File: config.mk
export PLATFORM = sky130hd
export DESIGN_NAME = ccp_unit
export DESIGN_NICKNAME = d
export VERILOG_FILES = /design/src/rtl/ccp_pkg.sv /design/src/rtl/ccp_capture.sv /design/src/rtl/ccp_compare.sv /design/src/rtl/ccp_pwm.sv /design/src/rtl/ccp_unit.sv
export SDC_FILE = /design/constraint.sdc
export NUM_CORES = 1
export LEC_CHECK = 0
export BUFFER_PORTS_ARGS = -buffer_cell sky130_fd_sc_hd__buf_2
export CORE_MARGIN = 5
export CORE_UTILIZATION = 52
export DETAILED_ROUTE_END_ITERATION = 8
export HOLD_SLACK_MARGIN = 0.03
export PLACE_DENSITY = 0.8
export SLEW_MARGIN = 25
export SYNTH_ARGS = -nofsm -noshare
export SYNTH_HDL_FRONTEND = slang
export SYNTH_SLANG_ARGS = --single-unit
File: constraint.sdc
create_clock -name clk -period 2.9 [get_ports clk]
set_clock_uncertainty 0.15 [all_clocks]
set_input_delay 0.29 -clock clk [delete_from_list [all_inputs] [get_ports clk]]
set_output_delay 0.29 -clock clk [all_outputs]
set_load 0.02 [all_outputs]
File: src/rtl/ccp_pkg.sv
package ccp_pkg;

    localparam int FINE_W = 2;
    localparam int MODE_W = 4;

    typedef enum logic [1:0] {
        KIND_OFF = 2'd0,
        KIND_CAP = 2'd1,
        KIND_CMP = 2'd2,
        KIND_PWM = 2'd3
    } kind_e;

    // compare actions, taken from mode bits 1:0
    typedef enum logic [1:0] {
        ACT_SET  = 2'd0,
        ACT_CLR  = 2'd1,
        ACT_IRQ  = 2'd2,
        ACT_TRIG = 2'd3
    } act_e;

    typedef struct packed {
        logic [FINE_W-1:0] fine;
        logic [MODE_W-1:0] mode;
    } ctl_t;

    function automatic kind_e kind_of(input logic [MODE_W-1:0] m);
        case (m[3:2])
            2'b11:   return KIND_PWM;
            2'b10:   return KIND_CMP;
            2'b01:   return KIND_CAP;
            default: return KIND_OFF;
        endcase
    endfunction

    // number of qualifying pin edges per capture
    function automatic logic [4:0] cap_div(input logic [1:0] sel);
        case (sel)
            2'b10:   return 5'd4;
            2'b11:   return 5'd16;
            default: return 5'd1;
        endcase
    endfunction

endpackage

File: src/rtl/ccp_capture.sv
module ccp_capture
    import ccp_pkg::*;
#(
    parameter int CNT_W = 4
) (
    input  logic       clk,
    input  logic       rst,
    input  logic       en,
    input  logic       clr,
    input  logic [1:0] sel,
    input  logic       pin_i,
    output logic       evt
);

    logic             pin_q;
    logic [CNT_W-1:0] cnt_q;
    logic             hit;
    logic             last;

    // sel 00 watches falling edges, the rest rising edges
    assign hit  = (sel == 2'b00) ? (pin_q & ~pin_i) : (~pin_q & pin_i);
    assign last = (cnt_q == CNT_W'(cap_div(sel) - 5'd1));
    assign evt  = en & ~clr & hit & last;

    always_ff @(posedge clk) begin
        if (rst) begin
            pin_q <= 1'b0;
            cnt_q <= '0;
        end else begin
            pin_q <= pin_i;
            if (!en || clr)
                cnt_q <= '0;
            else if (hit)
                cnt_q <= last ? '0 : cnt_q + 1'b1;
        end
    end

endmodule

File: src/rtl/ccp_compare.sv
module ccp_compare #(
    parameter int W = 16
) (
    input  logic         clk,
    input  logic         rst,
    input  logic         en,
    input  logic [W-1:0] tbase,
    input  logic [W-1:0] cmp_val,
    output logic         evt
);

    logic eq;
    logic eq_q;

    assign eq  = (tbase == cmp_val);
    assign evt = en & eq & ~eq_q;

    always_ff @(posedge clk) begin
        if (rst) eq_q <= 1'b0;
        else     eq_q <= eq;
    end

endmodule

File: src/rtl/ccp_pwm.sv
module ccp_pwm #(
    parameter int DW = 10
) (
    input  logic          clk,
    input  logic          rst,
    input  logic          en,
    input  logic          pmatch,
    input  logic [DW-1:0] count,
    input  logic [DW-1:0] duty,
    output logic          out
);

    logic [DW-1:0] duty_q;
    logic          out_q;

    assign out = out_q;

    always_ff @(posedge clk) begin
        if (rst) begin
            duty_q <= '0;
            out_q  <= 1'b0;
        end else if (!en) begin
            out_q <= 1'b0;
        end else if (pmatch) begin
            out_q  <= 1'b1;
            duty_q <= duty;
        end else if (count == duty_q) begin
            out_q <= 1'b0;
        end
    end

endmodule

File: src/rtl/ccp_unit.sv
module ccp_unit
    import ccp_pkg::*;
#(
    parameter int TB_W  = 16,
    parameter int PT_W  = 8,
    parameter int CNT_W = 4
) (
    input  logic               clk,
    input  logic               rst,
    input  logic [TB_W-1:0]    tbase_i,
    input  logic [PT_W-1:0]    ptmr_i,
    input  logic [FINE_W-1:0]  pfine_i,
    input  logic               pmatch_i,
    input  logic               pin_i,
    input  logic [TB_W/2-1:0]  wdata_i,
    input  logic               wr_lo_i,
    input  logic               wr_hi_i,
    input  logic               wr_ctl_i,
    output logic [TB_W-1:0]    ccpr_o,
    output logic               pin_o,
    output logic               irq_o,
    output logic               trig_o
);

    localparam int HALF   = TB_W / 2;
    localparam int DUTY_W = PT_W + FINE_W;
    localparam int CTL_W  = FINE_W + MODE_W;

    ctl_t            ctl_q;
    ctl_t            ctl_new;
    kind_e           kind;
    act_e            act;
    logic [TB_W-1:0] ccpr_q;
    logic            cmp_q;
    logic            irq_q;
    logic            trig_q;
    logic            cap_evt;
    logic            cmp_evt;
    logic            pwm_out;

    assign ctl_new = ctl_t'(wdata_i[CTL_W-1:0]);
    assign kind    = kind_of(ctl_q.mode);
    assign act     = act_e'(ctl_q.mode[1:0]);

    ccp_capture #(.CNT_W(CNT_W)) u_cap (
        .clk   (clk),
        .rst   (rst),
        .en    (kind == KIND_CAP),
        .clr   (wr_ctl_i),
        .sel   (ctl_q.mode[1:0]),
        .pin_i (pin_i),
        .evt   (cap_evt)
    );

    ccp_compare #(.W(TB_W)) u_cmp (
        .clk     (clk),
        .rst     (rst),
        .en      ((kind == KIND_CMP) && !wr_ctl_i),
        .tbase   (tbase_i),
        .cmp_val (ccpr_q),
        .evt     (cmp_evt)
    );

    ccp_pwm #(.DW(DUTY_W)) u_pwm (
        .clk    (clk),
        .rst    (rst),
        .en     (kind == KIND_PWM),
        .pmatch (pmatch_i),
        .count  ({ptmr_i, pfine_i}),
        .duty   ({ccpr_q[PT_W-1:0], ctl_q.fine}),
        .out    (pwm_out)
    );

    always_ff @(posedge clk) begin
        if (rst) begin
            ctl_q  <= '0;
            ccpr_q <= '0;
            cmp_q  <= 1'b0;
            irq_q  <= 1'b0;
            trig_q <= 1'b0;
        end else begin
            if (wr_ctl_i)
                ctl_q <= ctl_new;

            if (cap_evt) begin
                ccpr_q <= tbase_i;
            end else begin
                if (wr_lo_i) ccpr_q[HALF-1:0]    <= wdata_i;
                if (wr_hi_i) ccpr_q[TB_W-1:HALF] <= wdata_i;
            end

            if (wr_ctl_i)
                cmp_q <= (kind_of(ctl_new.mode) == KIND_CMP) &&
                         (act_e'(ctl_new.mode[1:0]) == ACT_CLR);
            else if (cmp_evt && act == ACT_SET)
                cmp_q <= 1'b1;
            else if (cmp_evt && act == ACT_CLR)
                cmp_q <= 1'b0;

            irq_q  <= cap_evt | cmp_evt;
            trig_q <= cmp_evt && (act == ACT_TRIG);
        end
    end

    always_comb begin
        case (kind)
            KIND_PWM: pin_o = pwm_out;
            KIND_CMP: pin_o = cmp_q;
            default:  pin_o = 1'b0;
        endcase
    end

    assign ccpr_o = ccpr_q;
    assign irq_o  = irq_q;
    assign trig_o = trig_q;

endmodule

# Word level (Yosys, flattened, before mapping)
# Index checks and enable logic that the tools add are counted.
# totals
input_bits	41
register_bits	42
word_cells	76
out_inout_bits	19
# classes
n_addsub	2
mux	16
n_reduce_logical	16
eq_ne	17
bitwise	13
# op_table
op	count
$eq A2 B2 Y1 const B	9
$eq A16 B16 Y1	1
$mux W16	1
$mux W8	2
$pmux W2 S3	2
$eq A10 B10 Y1	1
$eq A2 B1 Y1 const B	5
$and A1 B1 Y1	7
$mux W1	6
$pmux W3 S2	1
$reduce_bool A2 Y1	3
$logic_and A1 B1 Y1	5
$not A1 Y1	5
$add A4 B1 Y4 const B	1
$eq A4 B4 Y1	1
$mux W2	2
$mux W4	1
$reduce_or A2 Y1	2
$sub A4 B1 Y4 const B	1
$reduce_bool A3 Y1	1
$logic_not A1 Y1	2
$logic_not A2 Y1	1
$pmux W1 S2	1
$reduce_and A2 Y1	1
2 further kinds	2

# Logic depth before layout (Yosys ltp)
# logic_depth
word_depth	10
ltp_mapped	6

# Modules after synthesis
# A second synthesis with hierarchy kept.
# unflattened
cells_unflattened	226
hier_area_um2	2127.0
# modules_own_cells
module	cells_each	area_each_um2	instances
ccp_unit	108	1119.8	1
ccp_pwm	61	489.2	1
ccp_capture	33	310.3	1
ccp_compare	24	207.7	1

# Worst setup path after synthesis
# Ideal clock, no wire load.
# synth_path
path_type	reg2reg
from	register ctl_q, in the netlist act[0]
to	register ccpr_q[0] (netlist: ccpr_o[0])
t_arrival_ns	1.738
stages_incl_launch_ff	7
path_slack_ns	0.866
path_cell_list	dfxtp_1 > or3b_4 > a2111oi_4 > o2111ai_2 > buf_2 > nor2_1 > a211oi_2
# synth_via
elab_chain_len	6
word_cells_on_any_way	11
# synth_rtl
item	line_no	rtl
start, declared	ccp_unit.sv:29	ctl_t ctl_q;
start signal, assigned	ccp_unit.sv:83	ctl_q <= ctl_new;
$eq A2 B2 Y1	ccp_pkg.sv:37	case (sel)
$pmux W3 S2	ccp_pkg.sv:37	
$sub A4 B1 Y4	ccp_capture.sv:22	assign last = (cnt_q == CNT_W'(cap_div(sel) - 5'd1));
$eq A4 B4 Y1	ccp_capture.sv:22	
$and A1 B1 Y1 *	ccp_capture.sv:23	assign evt = en & ~clr & hit & last;
$mux W16 / $reduce_bool A2 Y1 (equally long branches)	-	
end signal, assigned	ccp_unit.sv:86	ccpr_q <= tbase_i;
end signal, assigned by index	ccp_unit.sv:88	if (wr_lo_i) ccpr_q[HALF-1:0] <= wdata_i;
end signal, assigned by index	ccp_unit.sv:89	if (wr_hi_i) ccpr_q[TB_W-1:HALF] <= wdata_i;
end, declared	ccp_unit.sv:33	logic [TB_W-1:0] ccpr_q;
# Mark *: on every way between the ends. The rest lies on a longest branch, timed or not.
# A chain may end at the register's enable or synchronous reset.

# Worst setup path after layout
# layout_path
from	register ctl_q, in the netlist act[0]
to	register ccpr_q[10] (netlist: ccpr_o[10])
# The elaborated chain is that of the path after synthesis.

==> impl_metrics.ini <==
[worst_setup_path]
worstPathCellList = or3b_4, a2111oi_4, o2111ai_2, buf_4, nor2_1, a211oi_2
endpoint_kind = flip-flop
cpPeakStageDelay_ps = 430
startpoint_type = flip-flop
worstPathArrival_ps = 2220
critical_path_required_ps = 2920
path_class = flip-flop to flip-flop
worstPathMaxFanout = 32
crit_family = compound AO/OA/AOI/OAI gates
path_buf_inv = 1
slowest_stage = or3b_4

[floorplanning]
rows = 23
start_util_pct = 53.7
die_area_mm2 = 0.00551
die_x_um = 74.3
die_y_um = 74.3
core_area_mm2 = 0.00400
ioPinCount = 60

[clock_network]
cts_buffers = 5
clkSlewWorstSetupHoldPaths_ps = 80
clock_sinks = 42
clock_path_buffers = 2
post_cts_resized = 0
cts_tree = yes
cts_root_buf = clkbuf_8
insertion_delay_ps = 290
htree_levels = 2
post_cts_buffers = 0
cts_hold_buf = 0

[timing]
clock.fmax_ghz = 0.455
fin_crit_ps = 2200
final-max-slew-violation-count = 0
rsz0062_at_grt = no
maxSlewHeadroom_pct = 64.6
tightest_slew_ps = 525
fin_crit_sh_pct = 75.8
finalSetupTns_ps = 0
setup_viol = 0
hold_viol = 0

[drt]
drt_iter0_drc = 135
wirelength_um = 4720
vias = 1775
wl_met2_um = 2090
dr_wl_met3_um = 381
met1_length_um = 2210
vias_per_cell = 5.31
dr.pass1.iters = 4
top_layer_used = met4
ant_nets = 0
drc_errors = 0
wl_per_cell_um = 14.1

[global_route]
grt-ovfl-total = 0
grt_pass1_wl_um = 7600
grtUsageTotal_pct = 17.7
grt_antenna_before_repair = 0
grt_max_degree = 33
grt_pass1_vias = 1661

[synth]
yosysWarnings = 0
synth_cell_types = 32
yosys-top-cells-area = dfxtp_1 (39%), mux2i_1 (11%), xor2_1 (11%)
syn_nets = 269
synth_area_mm2 = 0.00215
synth_seq_area_share_pct = 39.2
synth_top_cell_by_area = dfxtp_1
synth.top_cell.area_share_pct = 39.2
syn_inst = 227
syn_avg_cell_area_um2 = 9.46
synth-seq-cells = 42

[power]
pwr-share-seq_pct = 49.3
p_per_area_mw_per_mm2 = 492
switching_share_pct = 26.1
p_sw_mw = 0.329
clock_power_share_pct = 36.5
vdd_ir_drop_max_uv = 279
combPwrFrac_pct = 14.2
p_leak_nw = 1.13
internal-power_mw = 0.933

[cells_and_area]
n_antenna_cell = 0
area_delta_synth_final_pct = 19.6
final_common_cell = buf_2
layout-drive-gt1-share_pct = 31.7
postLayoutCoreUtil_pct = 64.2
layout_common_cells = buf_2 (59), dfxtp_1 (42), nor2_1 (29)
fin_nets = 325

[hold_path]
hold_path.class = input port to flip-flop

[placement]
gp_congestion = 0.780
port_buffers = 59
hpwl_um = 3550

[run]
drv_cap = 0

[run_status]
status = complete, no violations
==> state kept, by name (all words and copies together) (netlist names), 2 cells and up <==
signal / count
u_pwm.duty_q: 10
u_cap.cnt_q: 4
ctl_q: 4
act: 2
ccpr_o: 16
==> worst register-to-register path, cell delays in order, from the launching register on <==
cell and delay, ps:
dfxtp_1 380, or3b_4 430, a2111oi_4 420, o2111ai_2 160, buf_4 280, nor2_1 190, a211oi_2 60
==> routing by layer <==
| layer | vias to the layer above | global-route usage [%] |
|---|---|---|
| met5 | - | 0 |
| met4 | 0 | 5.34 |
| met3 | 4 | 6.49 |
| met2 | 54 | 25.6 |
| met1 | 813 | 24.8 |
| li1 | 904 | - |
==> power groups by stage <==
| stage | Clock, mW | Sequential (mW) | Combinational, mW |
|---|---|---|---|
| floorplan | 0 | 0.646 | 0.0977 |
| global placement | 0 | 0.635 | 0.176 |
| detailed placement | 0 | 0.635 | 0.180 |
| CTS | 0.469 | 0.622 | 0.180 |
| global route | 0.495 | 0.626 | 0.194 |
| finish | 0.461 | 0.622 | 0.179 |
==> stage by stage <==
step / hold WS (ps) / power [mW] / setup WS, ps / std cells / cell area, µm²
2_1_floorplan: 268 / 0.744 / 866 / 227 / 2150
3_3_place_gp: 293 / 0.812 / 766 / 326 / 2460
3_5_place_dp: 296 / 0.815 / 704 / 326 / 2460
4_1_cts: 106 / 1.27 / 698 / 334 / 2570
5_1_grt: 117 / 1.31 / 603 / 334 / 2570
6_report: 108 / 1.26 / 701 / 334 / 2570
==> final timing paths <==
| kind | start | endpoint | slack (ps) | cells past startpoint |
|---|---|---|---|---|
| max reg2reg | act[0] | ccpr_o[10] | 700 | 6 |
| min | pin_i | u_cap.pin_q | 110 | 2 |
| max | act[0] | ccpr_o[10] | 700 | 6 |
| min reg2reg | ctl_q[5] | u_pwm.duty_q[1] | 310 | 2 |
==> logic make-up after synthesis <==
group	after synthesis	synth area share [%]
xor gates and xnor gates	29	11.8
buffers and inverters	12	2.86
muxes	24	11.2
and+or+nand+nor	81	18.1
AOI/OAI and AO/OA	38	16.3
adders and majority gates	1	0.583
DFF	42	39.2
==> layout make-up <==
type	instances	area (µm²)
multi-input cells	173	1240
clock buffers	5	68.8
repair buffers	61	310
fillers	365	1430
flip-flops and latches	42	841
clock inverters	3	40.0
well taps	50	62.6
==> cells in the mapped netlist (all sizes together) <==
cell type / count
nand2: 24
dfxtp: 42
a21oi: 14
ha: 1
nand3: 3
nor2b: 2
nand3b: 1
xor2: 26
a2111oi: 1
buf: 6
nor2: 29
o2111ai: 2
a211oi: 16
or3b: 1
xnor2: 3
or2: 1
clkbuf: 6
nand4b: 1
nor3: 2
or3: 1
nor4bb: 2
nor4: 6
o21ai: 4
mux2i: 24
and3: 1
or4b: 1
nand2b: 3
nand4: 3
a211o: 1
Note: power is estimated with default switching activity, not from simulation.
